$ cat src/rtl/pfq_pkg.sv
package pfq_pkg;

  typedef enum logic [1:0] {
    BUS_IDLE  = 2'd0,
    BUS_FETCH = 2'd1,
    BUS_OPER  = 2'd2
  } busState_t;

  // Strobes from control to datapath
  typedef struct packed {
    logic fill;       // load fetched word into queue, advance offset
    logic flush;      // empty queue, take redirect target
    logic latchAddr;  // capture next fetch address
  } dpStrobe_t;

endpackage

$ cat src/rtl/pfq_datapath.sv
module pfq_datapath
  import pfq_pkg::*;
#(
  parameter int DEPTH = 6,
  parameter int SEG_W = 16,
  parameter int SHIFT = 4,
  parameter logic [SEG_W-1:0] RESET_SEG = 16'hFFFF,
  parameter logic [SEG_W-1:0] RESET_OFF = 16'h0000,
  localparam int CNT_W = $clog2(DEPTH + 1),
  localparam int ADDR_W = SEG_W + SHIFT
) (
  input  logic              clk,
  input  logic              rstN,
  input  dpStrobe_t         strobe,
  input  logic              byteTake,
  input  logic [SEG_W-1:0]  branchSeg,
  input  logic [SEG_W-1:0]  branchOff,
  input  logic [15:0]       memRdata,
  output logic              byteValid,
  output logic [7:0]        byteData,
  output logic [CNT_W-1:0]  roomBase,
  output logic [CNT_W-1:0]  fillBytes,
  output logic [ADDR_W-1:0] fetchAddr,
  output logic [CNT_W-1:0]  queueCount
);

  localparam logic [CNT_W-1:0] FULL_CNT = CNT_W'(DEPTH);

  logic [7:0]        slotQ    [DEPTH];
  logic [7:0]        slotNext [DEPTH];
  logic [CNT_W-1:0]  countQ, countNext, baseCount;
  logic [SEG_W-1:0]  segQ, segNext, offQ, offNext;
  logic [ADDR_W-1:0] fetchAddrQ, physNext;
  logic              popNow, oddStart;
  logic [7:0]        firstByte;

  assign popNow    = byteTake && (countQ != '0);
  assign baseCount = countQ - CNT_W'(popNow);
  assign oddStart  = offQ[0];
  assign fillBytes = oddStart ? CNT_W'(1) : CNT_W'(2);
  assign roomBase  = FULL_CNT - baseCount;
  assign firstByte = oddStart ? memRdata[15:8] : memRdata[7:0];

  // Shift toward the head on a pop, then append behind the survivors
  always_comb begin
    for (int i = 0; i < DEPTH; i++) begin
      slotNext[i] = (popNow && (i < DEPTH - 1)) ? slotQ[(i < DEPTH - 1) ? i + 1 : i]
                                                : slotQ[i];
      if (strobe.fill && (baseCount == CNT_W'(i))) begin
        slotNext[i] = firstByte;
      end else if (strobe.fill && !oddStart && (baseCount + CNT_W'(1) == CNT_W'(i))) begin
        slotNext[i] = memRdata[15:8];
      end
    end
  end

  always_comb begin
    if (strobe.flush) begin
      countNext = '0;
    end else if (strobe.fill) begin
      countNext = baseCount + fillBytes;
    end else begin
      countNext = baseCount;
    end
  end

  // Fetch pointer
  always_comb begin
    segNext = segQ;
    offNext = offQ;
    if (strobe.flush) begin
      segNext = branchSeg;
      offNext = branchOff;
    end else if (strobe.fill) begin
      offNext = offQ + (oddStart ? SEG_W'(1) : SEG_W'(2));
    end
  end

  assign physNext = {segNext, {SHIFT{1'b0}}} + ADDR_W'(offNext);

  always_ff @(posedge clk) begin
    if (!rstN) begin
      for (int i = 0; i < DEPTH; i++) begin
        slotQ[i] <= '0;
      end
      countQ     <= '0;
      segQ       <= RESET_SEG;
      offQ       <= RESET_OFF;
      fetchAddrQ <= '0;
    end else begin
      for (int i = 0; i < DEPTH; i++) begin
        slotQ[i] <= slotNext[i];
      end
      countQ <= countNext;
      segQ   <= segNext;
      offQ   <= offNext;
      if (strobe.latchAddr) begin
        fetchAddrQ <= {physNext[ADDR_W-1:1], 1'b0};
      end
    end
  end

  assign byteValid  = (countQ != '0);
  assign byteData   = slotQ[0];
  assign fetchAddr  = fetchAddrQ;
  assign queueCount = countQ;

endmodule

$ cat src/rtl/pfq_control.sv
module pfq_control
  import pfq_pkg::*;
#(
  parameter int DEPTH = 6,
  localparam int CNT_W = $clog2(DEPTH + 1)
) (
  input  logic             clk,
  input  logic             rstN,
  input  logic             opReq,
  input  logic             memAck,
  input  logic             branchValid,
  input  logic [CNT_W-1:0] roomBase,
  input  logic [CNT_W-1:0] fillBytes,
  output dpStrobe_t        strobe,
  output busState_t        busState,
  output logic             opDone
);

  localparam logic [CNT_W-1:0] FULL_CNT = CNT_W'(DEPTH);
  localparam logic [CNT_W-1:0] WORD_BYTES = CNT_W'(2);

  busState_t        stateQ, stateNext;
  logic             dropQ, dropNext;
  logic             fetchAck, canFetch;
  logic [CNT_W-1:0] roomAfter;

  assign fetchAck = (stateQ == BUS_FETCH) && memAck;

  always_comb begin
    strobe.fill  = fetchAck && !dropQ && !branchValid;
    strobe.flush = branchValid;
  end

  assign roomAfter = branchValid ? FULL_CNT
                                 : roomBase - (strobe.fill ? fillBytes : '0);
  assign canFetch  = !branchValid && (roomAfter >= WORD_BYTES);

  always_comb begin
    stateNext = stateQ;
    unique case (stateQ)
      BUS_IDLE: begin
        if (opReq)         stateNext = BUS_OPER;
        else if (canFetch) stateNext = BUS_FETCH;
      end
      BUS_FETCH: begin
        if (memAck) begin
          if (opReq)         stateNext = BUS_OPER;
          else if (canFetch) stateNext = BUS_FETCH;
          else               stateNext = BUS_IDLE;
        end
      end
      BUS_OPER: begin
        if (memAck) begin
          stateNext = canFetch ? BUS_FETCH : BUS_IDLE;
        end
      end
      default: stateNext = BUS_IDLE;
    endcase
  end

  assign strobe.latchAddr = (stateNext == BUS_FETCH) &&
                            ((stateQ != BUS_FETCH) || memAck);

  always_comb begin
    dropNext = dropQ;
    if (fetchAck)                                 dropNext = 1'b0;
    else if (branchValid && stateQ == BUS_FETCH)  dropNext = 1'b1;
  end

  always_ff @(posedge clk) begin
    if (!rstN) begin
      stateQ <= BUS_IDLE;
      dropQ  <= 1'b0;
    end else begin
      stateQ <= stateNext;
      dropQ  <= dropNext;
    end
  end

  assign busState = stateQ;
  assign opDone   = (stateQ == BUS_OPER) && memAck;

endmodule

$ cat src/rtl/prefetch_queue_ctl.sv
module prefetch_queue_ctl
  import pfq_pkg::*;
#(
  parameter int DEPTH = 6,
  parameter int SEG_W = 16,
  parameter int SHIFT = 4,
  parameter logic [SEG_W-1:0] RESET_SEG = 16'hFFFF,
  parameter logic [SEG_W-1:0] RESET_OFF = 16'h0000,
  localparam int ADDR_W = SEG_W + SHIFT
) (
  input  logic              clk,
  input  logic              rstN,
  input  logic              branchValid,
  input  logic [SEG_W-1:0]  branchSeg,
  input  logic [SEG_W-1:0]  branchOff,
  input  logic              byteTake,
  output logic              byteValid,
  output logic [7:0]        byteData,
  input  logic              opReq,
  input  logic              opWrite,
  input  logic              opIo,
  input  logic [ADDR_W-1:0] opAddr,
  input  logic [15:0]       opWdata,
  output logic              opDone,
  output logic [15:0]       opRdata,
  output logic              memReq,
  output logic              memWrite,
  output logic              memIo,
  output logic [ADDR_W-1:0] memAddr,
  output logic [15:0]       memWdata,
  input  logic              memAck,
  input  logic [15:0]       memRdata
);

  localparam int CNT_W = $clog2(DEPTH + 1);

  dpStrobe_t         strobe;
  busState_t         busState;
  logic [CNT_W-1:0]  roomBase, fillBytes, queueCount;
  logic [ADDR_W-1:0] fetchAddr;
  logic              operCycle;

  pfq_control #(.DEPTH(DEPTH)) u_ctrl (
    .clk        (clk),
    .rstN       (rstN),
    .opReq      (opReq),
    .memAck     (memAck),
    .branchValid(branchValid),
    .roomBase   (roomBase),
    .fillBytes  (fillBytes),
    .strobe     (strobe),
    .busState   (busState),
    .opDone     (opDone)
  );

  pfq_datapath #(
    .DEPTH    (DEPTH),
    .SEG_W    (SEG_W),
    .SHIFT    (SHIFT),
    .RESET_SEG(RESET_SEG),
    .RESET_OFF(RESET_OFF)
  ) u_dp (
    .clk       (clk),
    .rstN      (rstN),
    .strobe    (strobe),
    .byteTake  (byteTake),
    .branchSeg (branchSeg),
    .branchOff (branchOff),
    .memRdata  (memRdata),
    .byteValid (byteValid),
    .byteData  (byteData),
    .roomBase  (roomBase),
    .fillBytes (fillBytes),
    .fetchAddr (fetchAddr),
    .queueCount(queueCount)
  );

  assign operCycle = (busState == BUS_OPER);
  assign memReq    = (busState != BUS_IDLE);
  assign memWrite  = operCycle && opWrite;
  assign memIo     = operCycle && opIo;
  assign memAddr   = operCycle ? opAddr : fetchAddr;
  assign memWdata  = opWdata;
  assign opRdata   = memRdata;

endmodule

$ cat config.mk
export PLATFORM = sky130hd
export DESIGN_NAME = prefetch_queue_ctl
export DESIGN_NICKNAME = d
export VERILOG_FILES = /design/src/rtl/pfq_pkg.sv /design/src/rtl/pfq_datapath.sv /design/src/rtl/pfq_control.sv /design/src/rtl/prefetch_queue_ctl.sv
export SDC_FILE = /design/constraint.sdc
export NUM_CORES = 1
export LEC_CHECK = 0
export ABC_AREA = 1
export BUFFER_PORTS_ARGS = -buffer_cell sky130_fd_sc_hd__buf_4
export CAP_MARGIN = 25
export CORE_MARGIN = 2
export CORE_UTILIZATION = 56
export DETAILED_ROUTE_END_ITERATION = 7
export PLACE_DENSITY = 0.87
export REMOVE_ABC_BUFFERS = 1
export SYNTH_ARGS = -nofsm -noshare
export SYNTH_HDL_FRONTEND = slang
export SYNTH_SLANG_ARGS = --single-unit
$ cat constraint.sdc
create_clock -name clk -period 4.6 [get_ports clk]
set_clock_uncertainty 0.15 [all_clocks]
set_input_delay 0 -clock clk [delete_from_list [all_inputs] [get_ports clk]]
set_output_delay 0 -clock clk [all_outputs]
set_load 0.005 [all_outputs]
Word-level counts from Yosys, hierarchy flattened:

Memory sizes are Yosys's and may differ from the RTL's.
Cells that the tools add are included.

* bits in read-only memories: 0
* bits in registers: 57
* memory bits (writable): 48
* word-level logic and storage cells: 112
* output and inout bits: 65
* memories: 1
* bits in latches: 0

Memory list
* u_dp.slotQ: words 6, width 8, rd ports 6, clocked after Yosys merged registers in 0, wr ports 6, line pfq_datapath.sv:29 `logic [7:0] slotQ [DEPTH];`

* bitwise logic cells: 7
* add/sub/neg operators: 7
* $mul: 0
* eq/ne operators: 14
* divide/modulo/power cells: 0
* mux-type cells: 42
* order comparisons: 1
* shifts and indexed selects: 0
* reduce and logical (&&, ||, !) cells: 34

Operators with widths (number)
* two-way mux 8 bit: 24
* two-way mux 16 bit: 3
* logical AND 1 bit: 23
* adder 20 x 16 -> 20 bit: 1
* two-way mux 20 bit: 1
* adder 16 bit: 1
* two-way mux 2 bit: 7
* == test 3 x 2 -> 1 bit (second input constant): 4
* == test 3 bit (second input constant): 4
* two-way mux 3 bit: 3
* == test 3 x 1 -> 1 bit (second input constant): 2
* zero test 3 bit: 2
* bitwise OR 1 bit: 6
* one-hot mux 2 bit (3 select lines): 1
* == test 2 x 1 -> 1 bit (second input constant): 2
* OR reduction 2 bit: 2
* adder 3 x 1 -> 3 bit (second input constant): 1
* adder 3 bit: 1
* greater-or-equal comparator 3 x 2 -> 1 bit (second input constant): 1
* zero test 1 bit: 3
* two-way mux 1 bit: 3
* nonzero test 3 bit: 1
* subtractor 3 x 1 -> 3 bit: 1
* subtractor 3 bit: 1
* other kinds (7): 7

Logic depth before layout (Yosys ltp):

* word-level depth: 15
* mapped depth: 26
* gate-level depth less buffers: 24

By module:

Synthesis repeated with hierarchy kept, for this count alone.

* cells, all modules: 1071
* area, all modules: 6984.2 um2

By module, submodules not included
* pfq_datapath: sequential area each 2042.0 um2, instances 1, cells each 923, area each 6119.6 um2
* prefetch_queue_ctl: sequential area each 0.0 um2, instances 1, cells each 105, area each 556.8 um2
* pfq_control: sequential area each 60.1 um2, instances 1, cells each 43, area each 307.8 um2

Worst setup path after synthesis:

OpenSTA, ideal clock, no wires.

* path kind: register to register
* from: reg u_dp.countQ[2] (netlist: u_dp.queueCount[2])
* to: mem u_dp.slotQ[2][7]
* data arrival time: 3.359 ns
* path buffers: 3
* cell stages (with the launch flop): 21
* period minus slack after synthesis: 3.637 ns
* required time: 4.322 ns
* path slack: 0.963 ns
* cell sequence: dfxtp_1 inv_1 nand3_1 nand2_1 clkbuf_1 clkbuf_1 inv_1 ha_1 ha_1 inv_1 nand2_1 inv_1 ha_1 inv_1 nor2_1 nand3_2 clkbuf_1 o21ai_0 nor2_1 nor2_1 nor2_1

RTL lines
* start, declared: line pfq_datapath.sv:31 `logic [CNT_W-1:0] countQ, countNext, baseCount;`
* start signal, assigned: line pfq_datapath.sv:94 `countQ <= countNext;`
* end, declared: line pfq_datapath.sv:29

Worst setup path in the final report:

* from: reg u_ctrl.stateQ[0] (netlist: u_ctrl.busState[0])
* to: reg u_dp.fetchAddrQ[3] (netlist: u_dp.fetchAddr[3])

* word-level cells in the longest chain between the ends: 15
* elaborated cells on any way between the ends: 25

RTL lines
* start, declared: line pfq_control.sv:22 `busState_t stateQ, stateNext;`
* start signal, assigned: line pfq_control.sv:75 `stateQ <= stateNext;`
* == test 2 x 1 -> 1 bit: line pfq_control.sv:27, pfq_control.sv:40
* logical AND 1 bit: line pfq_control.sv:27 `assign fetchAck = (stateQ == BUS_FETCH) && memAck;`
* logical AND 1 bit (2 in a row): line pfq_control.sv:30 `strobe.fill = fetchAck && !dropQ && !branchValid;`
* two-way mux 3 bit: line pfq_control.sv:35 `: roomBase - (strobe.fill ? fillBytes : '0);`
* subtractor 3 bit: line pfq_control.sv:35
* two-way mux 3 bit: line pfq_control.sv:34 `assign roomAfter = branchValid ? FULL_CNT`
* greater-or-equal comparator 3 x 2 -> 1 bit: line pfq_control.sv:36 `assign canFetch = !branchValid && (roomAfter >= WORD_BYTES);`
* logical AND 1 bit: line pfq_control.sv:36
* two-way mux 1 bit: line pfq_control.sv:48, pfq_control.sv:54
* two-way mux 2 bit: line pfq_control.sv:47 `if (opReq) stateNext = BUS_OPER;`
* two-way mux 2 bit: line pfq_control.sv:46 `if (memAck) begin`
* one-hot mux 2 bit (3 select lines): line pfq_control.sv:40 `unique case (stateQ)`
* == test 2 x 1 -> 1 bit: line pfq_control.sv:61 `assign strobe.latchAddr = (stateNext == BUS_FETCH) &&`
* logical AND 1 bit: line pfq_control.sv:61
* end signal, assigned: line pfq_datapath.sv:98 `fetchAddrQ <= {physNext[ADDR_W-1:1], 1'b0};`
* end, declared: line pfq_datapath.sv:33 `logic [ADDR_W-1:0] fetchAddrQ, physNext;`

Parallel ways exist; a longest one is shown, timed or not.
A chain may end at the register's enable or synchronous reset.

==> flow_summary.yaml <==
die:
  die_x_um: 117
  start_util_pct: 57.0
  rows: 41
  coreArea_sq_um: 12600
  io_pins: 157
  dieArea_sq_um: 13700
  die_y_um: 117
clocking:
  cts_root_buffer: "clkbuf_16"
  clk_latency_ps: 360
  clock_sinks: 105
  cts_made_buffers: 9
  clock_path_buffers: 2
  htreeDepth: 3
  tritoncts: "yes"
  clk_pin_slew_ps: 70
  cts_setup_buffers: 0
critical_path:
  rr_worst_depth: 12
  rr_startpoint: "u_ctrl.busState[0]"
  slowest_stage: "dlygate4sd3_1"
  slowest_delay_ps: 540
  r2r_setup_slack_ps: 380
  critPathLaunchType: "flop"
  critPathBufInv: 1
  cp_cell_sequence: "nand3_4, nor2_4, nand2_1, o21ai_0, fa_1, nand3_1, nand2_1, nand2_1, nand3_2, a21oi_1, nor2_1, dlygate4sd3_1"
  startpoint: "u_ctrl.busState[0]"
  end_kind: "flop"
  critical_path.max_fanout: 34
  worstSetupEndpoint: "u_dp.fetchAddr[3]"
  crit_arrival_ps: 4310
  path_depth: 12
  critPathTopFamily: "simple AND/OR/NAND/NOR gates"
  critical_path_class: "reg -> reg"
  crit_required_ps: 4690
  reg2reg_to: "u_dp.fetchAddr[3]"
  cpMostUsedCell: "nand2_1"
global_routing:
  antenna_found_initial: 0
  grt-ovfl-total: 0
  grt_usage_pct: 33.0
  grt_pass1_vias: 7892
  grt_max_degree: 55
  grt_pass1_wl_um: 35600
drt:
  viasPerCell: 5.47
  wl_um: 22600
  drc: 0
  first_pass_iters: 6
  first_iter_violations: 717
  ant_nets: 0
  dr_total_vias: 8324
  wire_per_inst_um: 14.8
pwr:
  power_leakage_nw: 4.48
  ir_drop_mv: 0.215
  powerDensity_nw_per_um2: 273
  p_total_mw: 2.50
timing:
  maxSlewViolCount: 0
  period_needed_ps: 4220
  clock.fmax_ghz: 0.237
  setup_viol: 0
  rsz0062_at_grt: "no"
  worst_pin_slew_ps: 940
  timing_hold_violations_final: 0
  worst_slew_margin_rel_pct: 37.1
  fin_setup_tns_ps: 0
  fin_crit_sh_pct: 91.7
synthesis:
  synthDistinctLibCells: 35
  synth_top_cell_by_area: "dfxtp_1"
  synth_edf_count: 0
  ys_seq_area_share_pct: 29.3
  syn_avg_cell_area_sq_um: 6.00
  ys_seq_elements: 105
  netlist_instances: 1194
  ys.flop_type: "dfxtp_1"
  syn_area_sq_um: 7160
  netlist.area_leader.share_pct: 29.3
  async_flop_share_pct: 0
  synth_area_leaders: "dfxtp_1 (29%), nand2_1 (20%), inv_1 (7.7%)"
  yosysWarnings: 0
finish:
  fill_cells: 1030
  antennaDiodeCount: 0
  area_delta_synth_final_pct: 27.8
  final-seq-area_sq_um: 2100
  multi_input_area_sq_um: 4070
  layout.nets: 1458
  drive_gt1_share_pct: 12.3
place:
  gp_congestion: 0.931
  numPortBuffers: 124
  hpwlAfterDp_um: 14500
outcome:
  outcome: "complete, no violations"
hold_path:
  min_path_cells: 5
  hp-class: "in -> reg"
flow_run:
  maxCapViolations: 0
-- logic make-up (layout without fill, tap and decap cells) --
kind of cell / after synthesis / count (layout) / share of synthesized area (%)
and+or+nand+nor: 669 / 669 / 39.8
buffers and inverters: 229 / 384 / 13.9
xor gates and xnor gates: 11 / 11 / 1.34
AOI/OAI and AO/OA: 158 / 158 / 11.4
DFF: 105 / 105 / 29.3
adders and majority gates: 22 / 22 / 4.16
-- synthesized netlist by cell type (3+ instances only) --
cell type,count
xor2_1,11
buf_1,4
fa_1,3
or2_2,5
ha_1,19
nor3_1,8
buf_2,11
a21oi_1,58
nand4_1,55
nand2_1,383
clkbuf_1,32
nand3_1,80
inv_1,146
buf_4,33
nor2_1,124
o21ai_0,92
dfxtp_1,105
nand2_2,3
-- area by class of cell --
type	count	area share [%]
clock inverter	6	1.15
multi-input combinational	860	44.4
clock buffer	10	2.61
sequential	105	23.0
inverter	148	6.07
tap	172	2.35
timing repair buffer	220	20.4
-- metrics by stage --
step	setup slack, ps	utilization [%]	instances	hold slack, ps	instance area, sq um
finish	384	72.8	1521	11.2	9150
global route	80.6	72.8	1521	33.7	9150
CTS	485	72.8	1521	2.24	9150
detailed placement	891	63.1	1417	-150	7930
global placement	1060	63.1	1417	-150	7930
floorplan	575	-	1113	-150	6720
-- layer usage --
metal  up-vias  wire length (um)  track usage (%)
met2       371             11500             60.0
met4         0              1020             17.1
li1       4085                 -                -
met3        91              1390             6.69
met5         -                 0                0
met1      3777              8620             36.3
-- placed cells by master (no fill, tap or decap), drive strengths merged, types with 2 or more instances in the layout --
| cell type | synthesis | routed |
|---|---|---|
| a21oi | 60 | 60 |
| or2 | 5 | 5 |
| nor3 | 9 | 9 |
| dlygate4sd3 | 0 | 88 |
| inv | 146 | 146 |
| nand2 | 386 | 386 |
| o21ai | 92 | 92 |
| buf | 48 | 132 |
| dfxtp | 105 | 105 |
| xor2 | 11 | 11 |
| clkbuf | 33 | 10 |
| ha | 19 | 19 |
| nand3 | 83 | 83 |
| nor2 | 127 | 127 |
| nand3b | 2 | 2 |
| clkinv | 2 | 5 |
| nand4 | 55 | 55 |
| bufinv | 0 | 3 |
| fa | 3 | 3 |
-- how the worst min path moves through the flow --
stage	from	end	slack [ps]
floorplan	opWdata[0]	memWdata[0]	-150
global placement	opWdata[0]	memWdata[0]	-150
detailed placement	opWdata[0]	memWdata[0]	-150
CTS	memRdata[0]	u_dp.slotQ[4][0]	2
global route	memRdata[2]	opRdata[2]	30
finish	byteTake	u_dp.queueCount[0]	10
-- flip-flops by register name, indices dropped and copies added (netlist names) --
| signal | count |
|---|---|
| u_ctrl.busState | 2 |
| u_ctrl.dropQ | 1 |
| u_dp.fetchAddr | 19 |
| u_dp.offQ | 16 |
| u_dp.queueCount | 3 |
| u_dp.segQ | 16 |
| u_dp.slotQ | 48 |
-- power by group --
| part | internal [mW] | switching (mW) |
|---|---|---|
| Combinational | 0.265 | 0.354 |
| Sequential | 0.952 | 0.0227 |
| Clock | 0.545 | 0.361 |
-- repair_timing --
action                     4_1_cts  5_1_grt
resized for setup                0        0
hold buffers                    88        0
setup endpoints to repair        0        0
hold endpoints to repair        82        0
-- worst reg2reg max path: stages, from the launching register on --
cell and delay, ps:
dfxtp_1 490, nand3_4 160, nor2_4 280, nand2_1 340
o21ai_0 330, fa_1 460, nand3_1 170, nand2_1 90
nand2_1 180, nand3_2 530, a21oi_1 340, nor2_1 60
dlygate4sd3_1 540
(Power assumes the default switching activity.)
